===== config.mk =====
export PLATFORM = sky130hd
export DESIGN_NAME = cfgp_bridge
export DESIGN_NICKNAME = d
export VERILOG_FILES = /design/src/rtl/cfgp_pkg.sv /design/src/rtl/cfgp_decode.sv /design/src/rtl/cfgp_addr_reg.sv /design/src/rtl/cfgp_xfer.sv /design/src/rtl/cfgp_bridge.sv
export SDC_FILE = /design/constraint.sdc
export NUM_CORES = 1
export LEC_CHECK = 0
export ABC_AREA = 1
export CORE_MARGIN = 2
export CORE_UTILIZATION = 40
export CTS_CLUSTER_DIAMETER = 80
export DETAILED_ROUTE_END_ITERATION = 8
export GPL_TIMING_DRIVEN = 0
export PLACE_DENSITY = 0.69
export REMOVE_ABC_BUFFERS = 1
export SLEW_MARGIN = 40
export SYNTH_ARGS = -nofsm -noshare
export SYNTH_HDL_FRONTEND = slang
export SYNTH_HIERARCHICAL = 1
export SYNTH_SLANG_ARGS = --single-unit

===== constraint.sdc =====
create_clock -name clk -period 2.84 [get_ports clk]
set_clock_uncertainty 0.1 [all_clocks]
set_input_delay 0.568 -clock clk [delete_from_list [all_inputs] [get_ports clk]]
set_output_delay 0.568 -clock clk [all_outputs]
set_load 0.03 [all_outputs]

===== src/rtl/cfgp_pkg.sv =====
package cfgp_pkg;

  localparam int CFG_DW = 32;
  localparam int CFG_BW = CFG_DW / 8;

  typedef enum logic [1:0] {
    SZ_BYTE = 2'd0,
    SZ_HALF = 2'd1,
    SZ_WORD = 2'd2,
    SZ_RSVD = 2'd3
  } io_size_e;

  typedef enum logic [1:0] {
    ST_IDLE = 2'd0,
    ST_WAIT = 2'd1,
    ST_RESP = 2'd2
  } xfer_st_e;

  // all-ones pattern of the access width
  function automatic logic [CFG_DW-1:0] width_ones(input logic [1:0] sz);
    logic [CFG_DW-1:0] m;
    case (io_size_e'(sz))
      SZ_BYTE: m = {{(CFG_DW-8){1'b0}}, 8'hFF};
      SZ_HALF: m = {{(CFG_DW-16){1'b0}}, 16'hFFFF};
      default: m = {CFG_DW{1'b1}};
    endcase
    return m;
  endfunction

  // lane enables: width pattern shifted by low port bits, truncated
  function automatic logic [CFG_BW-1:0] lane_enables(input logic [1:0] sz,
                                                     input logic [1:0] lo);
    logic [CFG_BW-1:0] base;
    case (io_size_e'(sz))
      SZ_BYTE: base = 4'b0001;
      SZ_HALF: base = 4'b0011;
      default: base = 4'b1111;
    endcase
    return base << lo;
  endfunction

endpackage


===== src/rtl/cfgp_decode.sv =====
module cfgp_decode #(
  parameter int          IO_AW    = 16,
  parameter logic [15:0] WIN_BASE = 16'h0CF8
) (
  input  logic [IO_AW-1:0] addr,
  output logic             in_window,
  output logic             sel_addr,
  output logic             sel_data,
  output logic [1:0]       lane_lo
);
  localparam int HI = IO_AW - 1;
  localparam logic [IO_AW-1:0] BASE_W = IO_AW'(WIN_BASE);

  // window spans eight ports aligned to eight
  assign in_window = (addr[HI:3] == BASE_W[HI:3]);
  assign sel_addr  = in_window && !addr[2];
  assign sel_data  = in_window &&  addr[2];
  assign lane_lo   = addr[1:0];

endmodule


===== src/rtl/cfgp_addr_reg.sv =====
module cfgp_addr_reg #(
  parameter int W      = 32,
  parameter int EN_BIT = 31
) (
  input  logic         clk,
  input  logic         rst,
  input  logic         load,
  input  logic [W-1:0] d,
  output logic [W-1:0] q,
  output logic         enabled
);
  always_ff @(posedge clk) begin
    if (rst)       q <= '0;
    else if (load) q <= d;
  end

  assign enabled = q[EN_BIT];

endmodule


===== src/rtl/cfgp_xfer.sv =====
module cfgp_xfer
  import cfgp_pkg::*;
(
  input  logic              clk,
  input  logic              rst,
  input  logic              start,
  input  logic              forward,
  input  logic              we,
  input  logic [1:0]        size,
  input  logic [CFG_DW-1:0] wdata,
  input  logic [CFG_DW-1:0] fwd_addr,
  input  logic [CFG_BW-1:0] fwd_be,
  input  logic [CFG_DW-1:0] local_rdata,
  output logic              idle,
  output logic              io_done,
  output logic [CFG_DW-1:0] io_rdata,
  output logic              cfg_req,
  output logic              cfg_we,
  output logic [CFG_DW-1:0] cfg_addr,
  output logic [CFG_BW-1:0] cfg_be,
  output logic [1:0]        cfg_size,
  output logic [CFG_DW-1:0] cfg_wdata,
  input  logic              cfg_ack,
  input  logic [CFG_DW-1:0] cfg_rdata
);
  xfer_st_e st;

  always_ff @(posedge clk) begin
    if (rst) begin
      st        <= ST_IDLE;
      io_done   <= 1'b0;
      io_rdata  <= '0;
      cfg_req   <= 1'b0;
      cfg_we    <= 1'b0;
      cfg_addr  <= '0;
      cfg_be    <= '0;
      cfg_size  <= 2'd0;
      cfg_wdata <= '0;
    end else begin
      case (st)
        ST_IDLE: begin
          io_done <= 1'b0;
          if (start) begin
            if (forward) begin
              cfg_req   <= 1'b1;
              cfg_we    <= we;
              cfg_addr  <= fwd_addr;
              cfg_be    <= fwd_be;
              cfg_size  <= size;
              cfg_wdata <= wdata;
              st        <= ST_WAIT;
            end else begin
              io_done  <= 1'b1;
              io_rdata <= local_rdata;
              st       <= ST_RESP;
            end
          end
        end
        ST_WAIT: begin
          if (cfg_ack) begin
            cfg_req  <= 1'b0;
            io_done  <= 1'b1;
            io_rdata <= cfg_we ? '0 : (cfg_rdata & width_ones(cfg_size));
            st       <= ST_RESP;
          end
        end
        default: begin
          io_done <= 1'b0;
          st      <= ST_IDLE;
        end
      endcase
    end
  end

  assign idle = (st == ST_IDLE);

  // request and its fields frozen until acknowledged
  a_r7_req_held: assert property (@(posedge clk) disable iff (rst)
    (cfg_req && !cfg_ack) |=> (cfg_req && $stable(cfg_addr) && $stable(cfg_be)
                                && $stable(cfg_wdata) && $stable(cfg_we)));

  // completion is a single-cycle pulse
  a_r8_done_pulse: assert property (@(posedge clk) disable iff (rst)
    io_done |=> !io_done);

  // no completion while a downstream request is still open
  a_r7_no_early_done: assert property (@(posedge clk) disable iff (rst)
    !(io_done && cfg_req));

endmodule


===== src/rtl/cfgp_bridge.sv =====
module cfgp_bridge
  import cfgp_pkg::*;
#(
  parameter int          IO_AW    = 16,
  parameter logic [15:0] WIN_BASE = 16'h0CF8,
  parameter int          EN_BIT   = 31
) (
  input  logic              clk,
  input  logic              rst,
  input  logic              io_req,
  input  logic              io_we,
  input  logic [IO_AW-1:0]  io_addr,
  input  logic [1:0]        io_size,
  input  logic [31:0]       io_wdata,
  output logic              io_done,
  output logic [31:0]       io_rdata,
  output logic              cfg_req,
  output logic              cfg_we,
  output logic [31:0]       cfg_addr,
  output logic [3:0]        cfg_be,
  output logic [1:0]        cfg_size,
  output logic [31:0]       cfg_wdata,
  input  logic              cfg_ack,
  input  logic [31:0]       cfg_rdata
);
  logic              in_window, sel_addr, sel_data;
  logic [1:0]        lane_lo;
  logic              idle, accept, is_word, addr_load, cfg_on, forward;
  logic [CFG_DW-1:0] addr_q, local_rdata, merged_addr;
  logic [CFG_BW-1:0] be_calc;

  cfgp_decode #(.IO_AW(IO_AW), .WIN_BASE(WIN_BASE)) dec_i (
    .addr(io_addr), .in_window(in_window), .sel_addr(sel_addr),
    .sel_data(sel_data), .lane_lo(lane_lo)
  );

  assign accept    = io_req && idle;
  assign is_word   = io_size[1];
  assign addr_load = accept && io_we && sel_addr && is_word;

  cfgp_addr_reg #(.W(CFG_DW), .EN_BIT(EN_BIT)) areg_i (
    .clk(clk), .rst(rst), .load(addr_load), .d(io_wdata),
    .q(addr_q), .enabled(cfg_on)
  );

  assign forward     = sel_data && cfg_on;
  assign merged_addr = addr_q | {{(CFG_DW-2){1'b0}}, lane_lo};
  assign be_calc     = lane_enables(io_size, lane_lo);

  always_comb begin
    if (io_we)                    local_rdata = '0;
    else if (sel_addr && is_word) local_rdata = addr_q;
    else                          local_rdata = width_ones(io_size);
  end

  cfgp_xfer xfer_i (
    .clk(clk), .rst(rst), .start(accept), .forward(forward),
    .we(io_we), .size(io_size), .wdata(io_wdata),
    .fwd_addr(merged_addr), .fwd_be(be_calc), .local_rdata(local_rdata),
    .idle(idle), .io_done(io_done), .io_rdata(io_rdata),
    .cfg_req(cfg_req), .cfg_we(cfg_we), .cfg_addr(cfg_addr),
    .cfg_be(cfg_be), .cfg_size(cfg_size), .cfg_wdata(cfg_wdata),
    .cfg_ack(cfg_ack), .cfg_rdata(cfg_rdata)
  );

  // a new downstream request only appears with the enable flag set
  a_r4_fwd_enabled: assert property (@(posedge clk) disable iff (rst)
    $rose(cfg_req) |-> cfg_addr[EN_BIT]);

  // upper address bits come straight from the address register
  a_r5_addr_merge: assert property (@(posedge clk) disable iff (rst)
    $rose(cfg_req) |-> (cfg_addr[CFG_DW-1:2] == addr_q[CFG_DW-1:2]));

  // the address register moves only on a 32-bit address-port write
  a_r3_reg_hold: assert property (@(posedge clk) disable iff (rst)
    !addr_load |=> $stable(addr_q));

  // every forwarded request enables at least one lane
  a_r6_be_nonzero: assert property (@(posedge clk) disable iff (rst)
    cfg_req |-> (cfg_be != '0));

endmodule


Word-level counts from Yosys, hierarchy flattened --
Index checks and enable logic that the tools add are counted.
Cells by class: equality and inequality tests 8, shift operators 1, muxes and demuxes 25, bitwise operators 2, reductions and logical operators 17
Operator list (count):
- 32-bit two-way mux | 9
- 32-bit case mux with 2 select lines | 3
- 32-bit bitwise AND | 1
- 32-bit by 2-bit OR with 32-bit output | 1
- 13-bit by 9-bit == test with 1-bit output, second input constant | 1
- 1-bit logical AND | 8
- 4-bit case mux with 2 select lines | 1
- 4-bit AND reduction | 2
- 2-bit by 1-bit == test with 1-bit output, second input constant | 3
- 2-bit zero test | 3
- 1-bit two-way mux | 6
- 2-bit two-way mux | 3
- 2-bit by 1-bit inequality test with 1-bit output, second input constant | 2
- 2-bit inequality test, second input constant | 2
- 1-bit case mux with 2 select lines | 2
- 2-bit case mux with 2 select lines | 1
- 4-bit by 2-bit << shifter with 4-bit output | 1
- 3-bit AND reduction | 1
- 2-bit AND reduction | 1
- 2-bit nonzero test | 1
- 1-bit zero test | 1
Word-level totals: register bits 139, input port bits 87, output and inout port bits 105, word-level logic and storage cells 63

Depth between registers and ports, before layout --
Gate-level depths: netlist of the first run.
word-level depth 9, gate-level depth with buffers 16, depth with buffers taken out 13

Modules after synthesis --
The synthesis of the first run kept the hierarchy.
By module, submodules not included:
- cfgp_xfer | times used 1, cells an instance 681, area an instance 4670.7 um^2
- cfgp_addr_reg | times used 1, cells an instance 204, area an instance 1346.3 um^2
- cfgp_bridge | times used 1, cells an instance 91, area an instance 416.6 um^2
- cfgp_decode | times used 1, cells an instance 21, area an instance 87.6 um^2

Least setup slack after synthesis of the first run --
OpenSTA, ideal clock, no wires.
path kind input -> register, from in io_addr[10], to reg areg_i.q[22], library setup time 0.113 ns, arrival 1.846 ns, data required time 2.627 ns, slack 0.781 ns, stages 15, path buffers 4, cells stage by stage inv_1 > nor2_1 > nand2_1 > nor2_1 > nand2_1 > nor2_1 > buf_2 > nand2_4 > buf_6 > nor2_1 > buf_6 > buf_6 > nand2_1 > nand2_1 > nor2_1
On the way: word-level cells in the longest chain between the ends 4
Ends and longest elaborated chain:
- from (decl) | RTL line cfgp_bridge.sv:12 | input logic [IO_AW-1:0] io_addr,
- 13-bit by 9-bit == test with 1-bit output | RTL line cfgp_decode.sv:15 | assign in_window = (addr[HI:3] == BASE_W[HI:3]);
- 1-bit logical AND | RTL line cfgp_decode.sv:16 | assign sel_addr = in_window && !addr[2];
- net sel_addr | RTL line cfgp_bridge.sv:26 | logic in_window, sel_addr, sel_data;
- 1-bit logical AND (2 in series) | RTL line cfgp_bridge.sv:39 | assign addr_load = accept && io_we && sel_addr && is_word;
- net addr_load | RTL line cfgp_bridge.sv:28 | logic idle, accept, is_word, addr_load, cfg_on, forward;
- to (signal assigned) | RTL line cfgp_addr_reg.sv:13 | if (rst) q <= '0;
- to (signal assigned) | RTL line cfgp_addr_reg.sv:14 | else if (load) q <= d;
- to (decl) | RTL line cfgp_addr_reg.sv:9 | output logic [W-1:0] q,
The timed path passes the listed nets, and every way through them passes these cells. A chain may end at the register's enable or synchronous reset.

Final worst setup path of the first run --
from in io_addr[11], to reg xfer_i.cfg_addr[13]
On the way: word-level cells in the longest chain between the ends 4
Ends and longest elaborated chain:
- 13-bit by 9-bit == test with 1-bit output | RTL line cfgp_decode.sv:15
- 1-bit logical AND | RTL line cfgp_decode.sv:17 | assign sel_data = in_window && addr[2];
- net sel_data | RTL line cfgp_bridge.sv:26
- 1-bit logical AND | RTL line cfgp_bridge.sv:46 | assign forward = sel_data && cfg_on;
- net forward | RTL line cfgp_bridge.sv:28
- 3-bit AND reduction (no line)
- to (signal assigned) | RTL line cfgp_xfer.sv:47 | cfg_addr <= fwd_addr;
- to (decl) | RTL line cfgp_xfer.sv:19 | output logic [CFG_DW-1:0] cfg_addr,
The timed path passes the listed nets, and every way through them passes these cells.

==> results.md, run 1 <==
* Status: finished, final reports clean
* Clk slew on worst S/H paths at 0.06 ns
* Iter 0 DRT Violations at 528
* Detailed-route via count at 6568
* Final hold slack at between 0.3 and 0.4 ns
* Die X at 132 um
* Pin count of the biggest net entering global routing at 45
* Crit Path Class: input port to register
* Worst Hold Class: register to register
* Startpoint Class: input port
* Die area at 17300 um^2
* Critical-path top delay cell: clkdlybuf4s50_1
* Most frequent CP cell: nand2_1
* Max Root-Sink Buffers at 2
* Site row count at 46
* Final wirelength at 19300 um
* Power per cell area at 554 nW/um^2
* Synth Instances at 996
* Number of diodes at 0
* Total negative setup slack at 0 ns
* Initial Util at 41.0%
* Min cycle time layout at 2.66 ns
* I/O Pins at 192
* H-Tree Depth at 4
* Ys Warns at 6
* Period Utilization, post-route at 93.7%
* CP Max Fanout at 42
* Max-slew headroom at between 40% and 50%
* Fillcell total at 1543
* Drt drc at 0
* Pin slew with the least headroom to its limit at 0.799 ns
* Insertion delay to the later sink of the worst-skew pair at 0.42 ns
* Cell Chain, Critical Path: clkdlybuf4s50_1 -> inv_1 -> nor2_1 -> nand2_1 -> nor2_1 -> nand2_1 -> nor2_1 -> nand2_1 -> clkinv_4 -> buf_12 -> nand3_4 -> buf_12 -> nand2_1 -> a21oi_1
* IO buf count at about 190
* Final core utilization at 58.3%
* Required time of the worst setup path at between 3 and 4 ns
* Leakage at 3.81 nW
* Wire length per cell at 14.0 um
* Vias in the first global route at ~5900
* Total power at approximately 0.005 W
* First-pass GRT wire length at 31400 um
* Layout area overhead at 42.1%
* Max_cap viols at 0
* DP HPWL at about 13000 um
* RSZ-0062 raised after global routing: no
* Core area at 15900 um^2
* Vias/cell at 4.77
* Fin nets at around 1200
* Final RePlAce weighted congestion at approximately 0.8
* Placed Cells at 1337
* Synth Area per Inst at around 6.5 um^2
* Worst setup EP type: register
* Sink Count at 139
* Worst IR Drop VDD at 0.000423 V
* Final non-filler cell total at 1376
* Initial antenna violation count at 0
* CTS root buf: clkbuf_16
* Final Max Slew Viols at 0
* Clock tree from TritonCTS: built
* Max Fclk at 376 MHz
* Endpoints failing setup at 0
* Final ANT Viol Nets at 0
* Congestion Overflow GR at 0
* Fraction of layout cells with a size suffix above 1 at 5.95%
* Final hold viol count at 0
* CP Data Arrival Time at 2.85 ns
* Flop2flop setup slack at 0.37 ns
* Pre-antenna DRT Iters at 5
* Syn Std Cell Area at between 6000 and 7000 um^2
* DIE HEIGHT at about 130 um
* Max incr delay on CP at 0.46 ns
* Total Routing Usage GR at 22.4%
* CTS Buf Count at 17
[repair_timing]
action                                  in CTS  in global routing
setup buffers                                0                  6
hold buffers                                 0                  0
gates cloned                                 1                  0
gates resized for setup                      1                  2
endpoints found under the setup margin      42                 74
pin swaps                                    1                  2
[worst paths after layout]
| kind | from | endpoint | cells after the start |
|---|---|---|---|
| worst max-delay path | io_addr[11] | xfer_i/cfg_addr[13] | 14 |
| worst min-delay path | xfer_i/cfg_addr[28] | xfer_i/cfg_addr[28] | 2 |
| worst max register to register | xfer_i/st[1] | xfer_i/io_rdata[29] | 10 |
| worst min register to register | xfer_i/cfg_addr[28] | xfer_i/cfg_addr[28] | 2 |
[metal layers]
layer  up-vias  wire length [um]  GRT usage [%]
li1       3429                 -              -
met1      2910              9180           32.1
met2       200              8550           33.1
met3        29              1130           4.55
met4         0               465           8.39
met5         -                 0              0
[placed cells by master (no fill, tap or decap)]
| master | n |
|---|---|
| nand2_1 | 260 |
| clkdlybuf4s50_1 | 190 |
| nor2_1 | 186 |
| dfxtp_1 | 139 |
| inv_1 | 103 |
| a21oi_1 | 89 |
| nand4_1 | 68 |
| nand3_1 | 27 |
| o21ai_0 | 26 |
| clkbuf_16 | 17 |
| buf_4 | 7 |
| buf_16 | 5 |
| clkinv_2 | 5 |
| buf_12 | 5 |
| nand2_4 | 3 |
| nor2_4 | 3 |
| clkinv_4 | 3 |
| clkbuf_8 | 3 |
| bufinv_16 | 3 |
| inv_2 | 2 |
| a21oi_2 | 2 |
| o21ai_1 | 2 |
| or2_2 | 2 |
| buf_8 | 2 |
| clkinvlp_4 | 2 |
| nor2_2 | 1 |
| inv_4 | 1 |
| clkbuf_1 | 1 |
| nand3_2 | 1 |
| nand3_4 | 1 |
| nand2_2 | 1 |
[worst max-delay path, delay by kind of cell]
kind                   cells  cell delay (ns)
and+or+nand+nor            8             0.91
AOI/OAI and AO/OA          1             0.05
buffers and inverters      5             1.27
[state kept, by name, indices dropped and copies added, names as in the netlist]
| register | count |
|---|---|
| xfer_i/cfg_we | 1 |
| xfer_i/io_done | 1 |
| xfer_i/io_rdata | 32 |
| xfer_i/cfg_req | 1 |
| xfer_i/cfg_be | 4 |
| xfer_i/cfg_wdata | 32 |
| xfer_i/cfg_addr | 32 |
| xfer_i/cfg_size | 2 |
| xfer_i/st | 2 |
| areg_i/q | 32 |
[area by class of cell]
class                   instances  area (um^2)  share of cell area [%]
multi-input cells             672         2960                    31.9
flip-flops and latches        139         2780                    30.1
repair buffers                209         2220                    24.0
clock buffers                  21          470                    5.08
inverters                     108          414                    4.47
well taps                     216          270                    2.92
clock inverters                11          143                    1.54
[stage by stage]
step / area [um^2] / setup slack, ns
floorplan: 6100 / -1.73
global placement: 8280 / -4.51
global route: 9260 / 0.000537
finish: 9260 / 0.178
CTS: 9210 / 0.120
detailed placement: 8580 / -0.465
[power breakdown]
group	internal, W	switching (W)	total [W]
Sequential	0.00201	0.0000307	0.00204
Combinational	0.000337	0.000448	0.000784
Clock	0.00145	0.000855	0.00230
Total	0.00380	0.00133	0.00513
(Power assumes the default switching activity.)
==> run 2, diff against run 1 <==
- ABC_CLOCK_PERIOD_IN_PS: unset -> 2840
- CTS_BUF_LIST: unset -> sky130_fd_sc_hd__clkbuf_8
==> run 2 against run 1 <==
  * Register-to-register slack about the same
  * Final area decreased by 2.6%
  * Wire length decreased by 1.2%
  * Critical endpoint is now cfg_size[1]
  * Largest cell class unchanged
==> results.md, run 2 (same netlist as run 1, synthesis figures left out) <==
* Status: finished, final reports clean
* Flop2flop setup slack at 0.37 ns (about the same)
* Fraction of layout cells with a size suffix above 1 at 5.46% (-0.49 points)
* Startpoint Class: register
* Max incr delay on CP at 0.80 ns (+0.34 ns)
* Final core utilization at 56.8% (-1.5 points)
* Critical-path top delay cell: clkdlybuf4s50_1
* Worst setup path end: cfg_size[1]
* Insertion delay to the later sink of the worst-skew pair at 0.45 ns (+0.03 ns)
* Required time of the worst setup path at 2.17 ns (-0.86 ns)
* Die area at 17300 um^2 (unchanged)
* Worst reg-to-reg path cell count at 10 (unchanged)
* Max Root-Sink Buffers at 2 (unchanged)
* Drt drc at 0 (unchanged)
* Vias/cell at 4.75 (-0.48%)
* Sequential power share at 45.0% (+5.2 points)
* Commonest non-fill, non-tap cells in the layout: 260 x nand2_1, 190 x clkdlybuf4s50_1, 186 x nor2_1
* Detailed-route via count at 6508 (-0.91%)
* Power per cell area at 502 nW/um^2 (-9.4%)
* Max-slew headroom at 46.7% (about the same)
* CP Max Fanout at 18 (-57%)
* Worst path bufs/invs at 1 (-4)
* Reg-to-Reg Start: xfer_i/st[1]
* Initial antenna violation count at 0 (unchanged)
* Clk slew on worst S/H paths at 0.08 ns (+0.02 ns)
* Congestion Overflow GR at 0 (unchanged)
* Worst path depth at 1 (-13)
* Vias in the first global route at 5815 (-0.84%)
* Period Utilization, post-route at 94.6% (+0.86 points)
* Endpoints failing setup at 0 (unchanged)
* Pre-antenna DRT Iters at 8 (+3)
* Final hold viol count at 0 (unchanged)
* DP HPWL at 12700 um (unchanged)
* Worst Setup SP: xfer_i/cfg_size[1]
* Iter 0 DRT Violations at 467 (-12%)
* Clk network pwr share at 37.7% (-7.2 points)
* Sw Pwr at 0.00125 W (-6.1%)
* Commonest non-fill, non-tap cell in the layout: nand2_1
* CTS Hold Bufs at 0 (unchanged)
* Core area at 15900 um^2 (unchanged)
* Fin nets at 1228 (-0.49%)
* Layout area overhead at 38.5%
* First-pass GRT wire length at 31000 um (-1.3%)
* Crit path max-delay family: buffers and inverters
* Total Routing Usage GR at 22.1% (-0.28 points)
* FF-to-FF End: xfer_i/io_rdata[16]
* Die X at 132 um (unchanged)
* Worst IR Drop VDD at 0.000268 V (-37%)
* Number of diodes at 0 (unchanged)
* Final RePlAce weighted congestion at 0.812 (unchanged)
* Final Max Slew Viols at 0 (unchanged)
* Pin slew with the least headroom to its limit at 0.799 ns (-0.000285 ns)
* CTS root buf: clkbuf_8
* Max_cap viols at 0 (unchanged)
* Clock tree from TritonCTS: built
* Comb power frac at 17.3% (+2.0 points)
* Max Fclk at 372 MHz (-0.91%)
* Crit Path Class: register to output port
* Final wirelength at 19100 um (-1.2%)
* H-Tree Depth at 4 (unchanged)
* I/O Pins at 192 (unchanged)
* Final ANT Viol Nets at 0 (unchanged)
* Worst setup EP type: output port
* Site row count at 46 (unchanged)
* Pint at 0.00328 W (-14%)
* RSZ-0062 raised after global routing: yes
* CP Data Arrival Time at 2.02 ns (-0.83 ns)
* DIE HEIGHT at 132 um (unchanged)
* CTS Buf Count at 17 (unchanged)
* Sink Count at 139 (unchanged)
* Pin count of the biggest net entering global routing at 45 (unchanged)
* Worst Hold Class: register to register
* Min cycle time layout at 2.69 ns (+0.0243 ns)
* Wire length per cell at 13.9 um (-0.81%)
* Final hold slack at 0.364 ns (+0.00390 ns)
* Cell Chain, Critical Path: clkdlybuf4s50_1
* IO buf count at 191 (unchanged)
* Initial Util at 41.0% (unchanged)
* Leakage at 3.70 nW (-3.0%)
* Sw Share at 27.6% (+1.6 points)
[run 2: cell count changes in the layout (fill, tap and decap cells not counted), sizes merged]
cell	change
buf	-6
clkbuf	-1
clkinv	-1
inv	+2
[run 2: what timing repair did]
item,CTS,global route
endpoints found under the setup margin,0,66
buffers inserted,0,0
resized for setup,0,2
[run 2: final cells by class]
cell class	count	area [um^2]
fill	1570	6860
multi-input combinational	672	2960
sequential	139	2780
timing repair buffer	203	2180
inverter	108	414
clock buffer	20	275
tap	216	270
clock inverter	12	146
[run 2: how the worst min path moves through the flow]
stage	from	end	slack, ns	cells after the start
after CTS	xfer_i/cfg_addr[23]	xfer_i/cfg_addr[23]	0.36	2
after detailed placement	xfer_i/cfg_addr[23]	xfer_i/cfg_addr[23]	0.35	2
final	xfer_i/cfg_addr[8]	xfer_i/cfg_addr[8]	0.36	2
after floorplan	areg_i/q[0]	areg_i/q[0]	0.36	2
after global placement	xfer_i/cfg_wdata[2]	xfer_i/cfg_wdata[2]	0.35	2
after global routing	xfer_i/cfg_addr[3]	xfer_i/cfg_addr[3]	0.38	2
[run 2: power by group through the flow]
stage	sequential, W	clock (W)	combinational, W
finish	0.00204	0.00171	0.000782
global route	0.00205	0.00183	0.000858
CTS	0.00204	0.00175	0.000784
detailed placement	0.00209	0	0.000778
global placement	0.00209	0	0.000745
floorplan	0.00221	0	0.000273
[run 2: per-stage QoR]
stage                     setup slack [ns]  cell area [um^2]  cells  setup TNS [ns]  power, W
after floorplan                      -1.73              6100    918         -203.11   0.00248
after global placement               -4.51              8280   1325         -535.29   0.00283
after detailed placement            -0.465              8580   1337          -37.54   0.00287
after CTS                           0.0174              9010   1369               0   0.00458
after global routing              -0.00941              9020   1370        -0.00941   0.00474
final                                0.154              9020   1370               0   0.00453
[run 2: routing by layer]
metal	vias up	share of wire (%)	track usage, %
met5	-	0	0
met4	0	1.9	8.70
met3	23	5.8	4.28
met2	210	45	32.7
met1	2865	47	31.6
li1	3410	-	-
==> run 3, diff against run 2 <==
- ABC_CLOCK_PERIOD_IN_PS: 2840 -> unset
- CORE_ASPECT_RATIO: unset -> 2
==> run 3 against run 2 <==
  * Final area up 0.62%
  * Final cell count down 0.22%
  * Maximum frequency up 0.85%
  * Register-to-register slack worse by 0.13 ns
  * Largest power group unchanged
  * Setup slack better by 0.023 ns
  * Sequential power about the same
  * Clock power down 3%
==> results.md, run 3 (same netlist as run 1, synthesis figures left out) <==
* Fin nets at 1237 (+0.73%)
* Congestion Overflow GR at 0 (unchanged)
* CP Data Arrival Time at 2.00 ns (-0.02 ns)
* Required time of the worst setup path at 2.17 ns (about the same)
* Met1 Wirelength at 8420 um (-6.5%)
* Pin count of the biggest net entering global routing at 55 (+22%)
* CP Max Fanout at 18 (unchanged)
* Fillcell total at 1592 (+1.4%)
* Reg-to-Reg Start: xfer_i/st[0]
* Sw Share at 29.4% (+1.7 points)
* Drt drc at 0 (unchanged)
* Final wirelength at 18900 um (-0.90%)
* Crit Path Class: register to output port
* Sw Pwr at 0.00132 W (+5.4%)
* Max Root-Sink Buffers at 2 (unchanged)
* Power per cell area at 495 nW/um^2 (-1.5%)
* Pre-antenna DRT Iters at 5 (-3)
* Max incr delay on CP at 0.80 ns (about the same)
* Sequential power share at 45.5% (+0.5 points)
* Worst Hold Class: register to register
* Vias/cell at 4.88 (+2.7%)
* Flop2flop setup slack at 0.24 ns (-0.13 ns)
* Crit path max-delay family: buffers and inverters
* CTS root buf: clkbuf_8
* Pint at 0.00317 W (-3.2%)
* Total Routing Usage GR at 21.9% (-0.24 points)
* H-Tree Depth at 4 (unchanged)
* RSZ-0062 raised after global routing: no
* Cell Chain, Critical Path: clkdlybuf4s50_1
* Die X at 94.3 um (-28%)
* Worst IR Drop VDD at 0.000327 V (+22%)
* Site row count at 66 (+43%)
* DIE HEIGHT at 185 um (+40%)
* Clk network pwr share at 36.9% (-0.8 points)
* Min cycle time layout at 2.66 ns (-0.0227 ns)
* Sink Count at 139 (unchanged)
* Iter 0 DRT Violations at 354 (-24%)
* First-pass GRT wire length at 30900 um (-0.38%)
* Worst setup EP type: output port
* Clk slew on worst S/H paths at 0.08 ns (about the same)
* Met2 WL at 8570 um (-0.51%)
* Final hold viol count at 0 (unchanged)
* Top Layer Used: met4
* Worst reg-to-reg path cell count at 10 (unchanged)
* Met3 Routed Length at 1720 um (+56%)
* Initial antenna violation count at 0 (unchanged)
* Leakage at 3.74 nW (+1.1%)
* Worst Setup SP: xfer_i/cfg_size[1]
* CTS Buf Count at 17 (unchanged)
* Max Fclk at 375 MHz (+0.85%)
* Vias in the first global route at 6299 (+8.3%)
* Final ANT Viol Nets at 0 (unchanged)
* Comb power frac at 17.6% (+0.3 points)
* Pin slew with the least headroom to its limit at 0.745 ns (-0.0534 ns)
* Core area at 16100 um^2 (+1.4%)
* Final hold slack at 0.362 ns (-0.00138 ns)
* Period Utilization, post-route at 93.8% (-0.80 points)
* IO buf count at 191 (unchanged)
* Status: finished, final reports clean
* Worst path bufs/invs at 1 (unchanged)
* Final Max Slew Viols at 0 (unchanged)
* Min-delay src: xfer_i/cfg_wdata[23]
* Startpoint Class: register
* Commonest non-fill, non-tap cell in the layout: nand2_1
* DP HPWL at 12500 um (-1.2%)
* Final RePlAce weighted congestion at 0.783 (-3.5%)
* Layout area overhead at 39.3%
* Insertion delay to the later sink of the worst-skew pair at 0.44 ns (about the same)
* Critical-path top delay cell: clkdlybuf4s50_1
* Max-slew headroom at 50.3% (+3.6 points)
* Initial Util at 40.5% (-0.55 points)
* Endpoints failing setup at 0 (unchanged)
* CTS Hold Bufs at 0 (unchanged)
* I/O Pins at 192 (unchanged)
* Detailed-route via count at 6670 (+2.5%)
* Number of diodes at 0 (unchanged)
* Die area at 17400 um^2 (+0.36%)
* Worst path depth at 1 (unchanged)
* Commonest non-fill, non-tap cells in the layout: 260 x nand2_1, 190 x clkdlybuf4s50_1, 186 x nor2_1
* Clock tree from TritonCTS: built
* Fraction of layout cells with a size suffix above 1 at 6.28% (+0.82 points)
* Total power at 0.00449 W (-0.86%)
* Wire length per cell at 13.8 um (-0.68%)
* Max_cap viols at 0 (unchanged)
* Hold Path Cell Cnt at 2 (unchanged)
==> run 3: changes by cell type in the layout (fill, tap and decap cells not counted), sizes merged <==
cell,previous run,this run
buf,13,22
clkbuf,20,18
clkinv,7,4
clkinvlp,2,3
inv,108,112
nand3,29,28
nor2,190,191
==> run 3: area by class of cell <==
class | instances | area (um^2) | share of cell area [%]
flip-flops and latches | 139 | 2780 | 30.6
inverters | 108 | 435 | 4.80
well taps | 204 | 255 | 2.81
clock buffers | 18 | 248 | 2.73
repair buffers | 212 | 2250 | 24.7
clock inverters | 14 | 158 | 1.74
multi-input cells | 672 | 2950 | 32.5
==> run 3: timing repair <==
item                                    4_1_cts  5_1_grt
cloned                                        0        1
gates resized for setup                       1        4
pin swaps                                     0        3
endpoints found under the setup margin       11       88
setup buffers                                 0        9
==> run 3: layer usage <==
metal | up-vias | GRT usage (%)
met2 | 240 | 34.4
met1 | 2995 | 28.7
met4 | 0 | 5.86
met5 | - | 0
met3 | 11 | 7.15
li1 | 3424 | -
==> run 3: worst min-delay path, delay by kind of cell (launching register included) <==
family	cells	cell delay [ns]
DFF	1	0.31
and+or+nand+nor	1	0.06
AOI/OAI and AO/OA	1	0.05
==> run 3: power by group through the flow <==
stage                     Combinational [W]  Sequential, W  Clock (W)
after floorplan                    0.000273        0.00221          0
after detailed placement           0.000770        0.00209          0
after CTS                          0.000775        0.00204    0.00170
after global routing               0.000868        0.00205    0.00179
final                              0.000790        0.00204    0.00166
after global placement             0.000738        0.00209          0
==> run 3: worst paths after layout <==
check	endpoint
max	cfg_size[1]
min	xfer_i/cfg_wdata[23]
max reg2reg	xfer_i/cfg_we
min reg2reg	xfer_i/cfg_wdata[23]
==> run 3: stage by stage <==
stage	setup WS (ns)	instance area, um^2	setup TNS [ns]	instances	utilization (%)
5_1_grt	0.0421	9080	0	1367	56.4
2_1_floorplan	-1.73	6100	-203.11	918	-
6_report	0.176	9080	0	1367	56.4
3_3_place_gp	-4.61	8270	-543.89	1313	51.3
4_1_cts	0.0915	8980	0	1358	55.8
3_5_place_dp	-0.610	8570	-36.69	1326	53.2
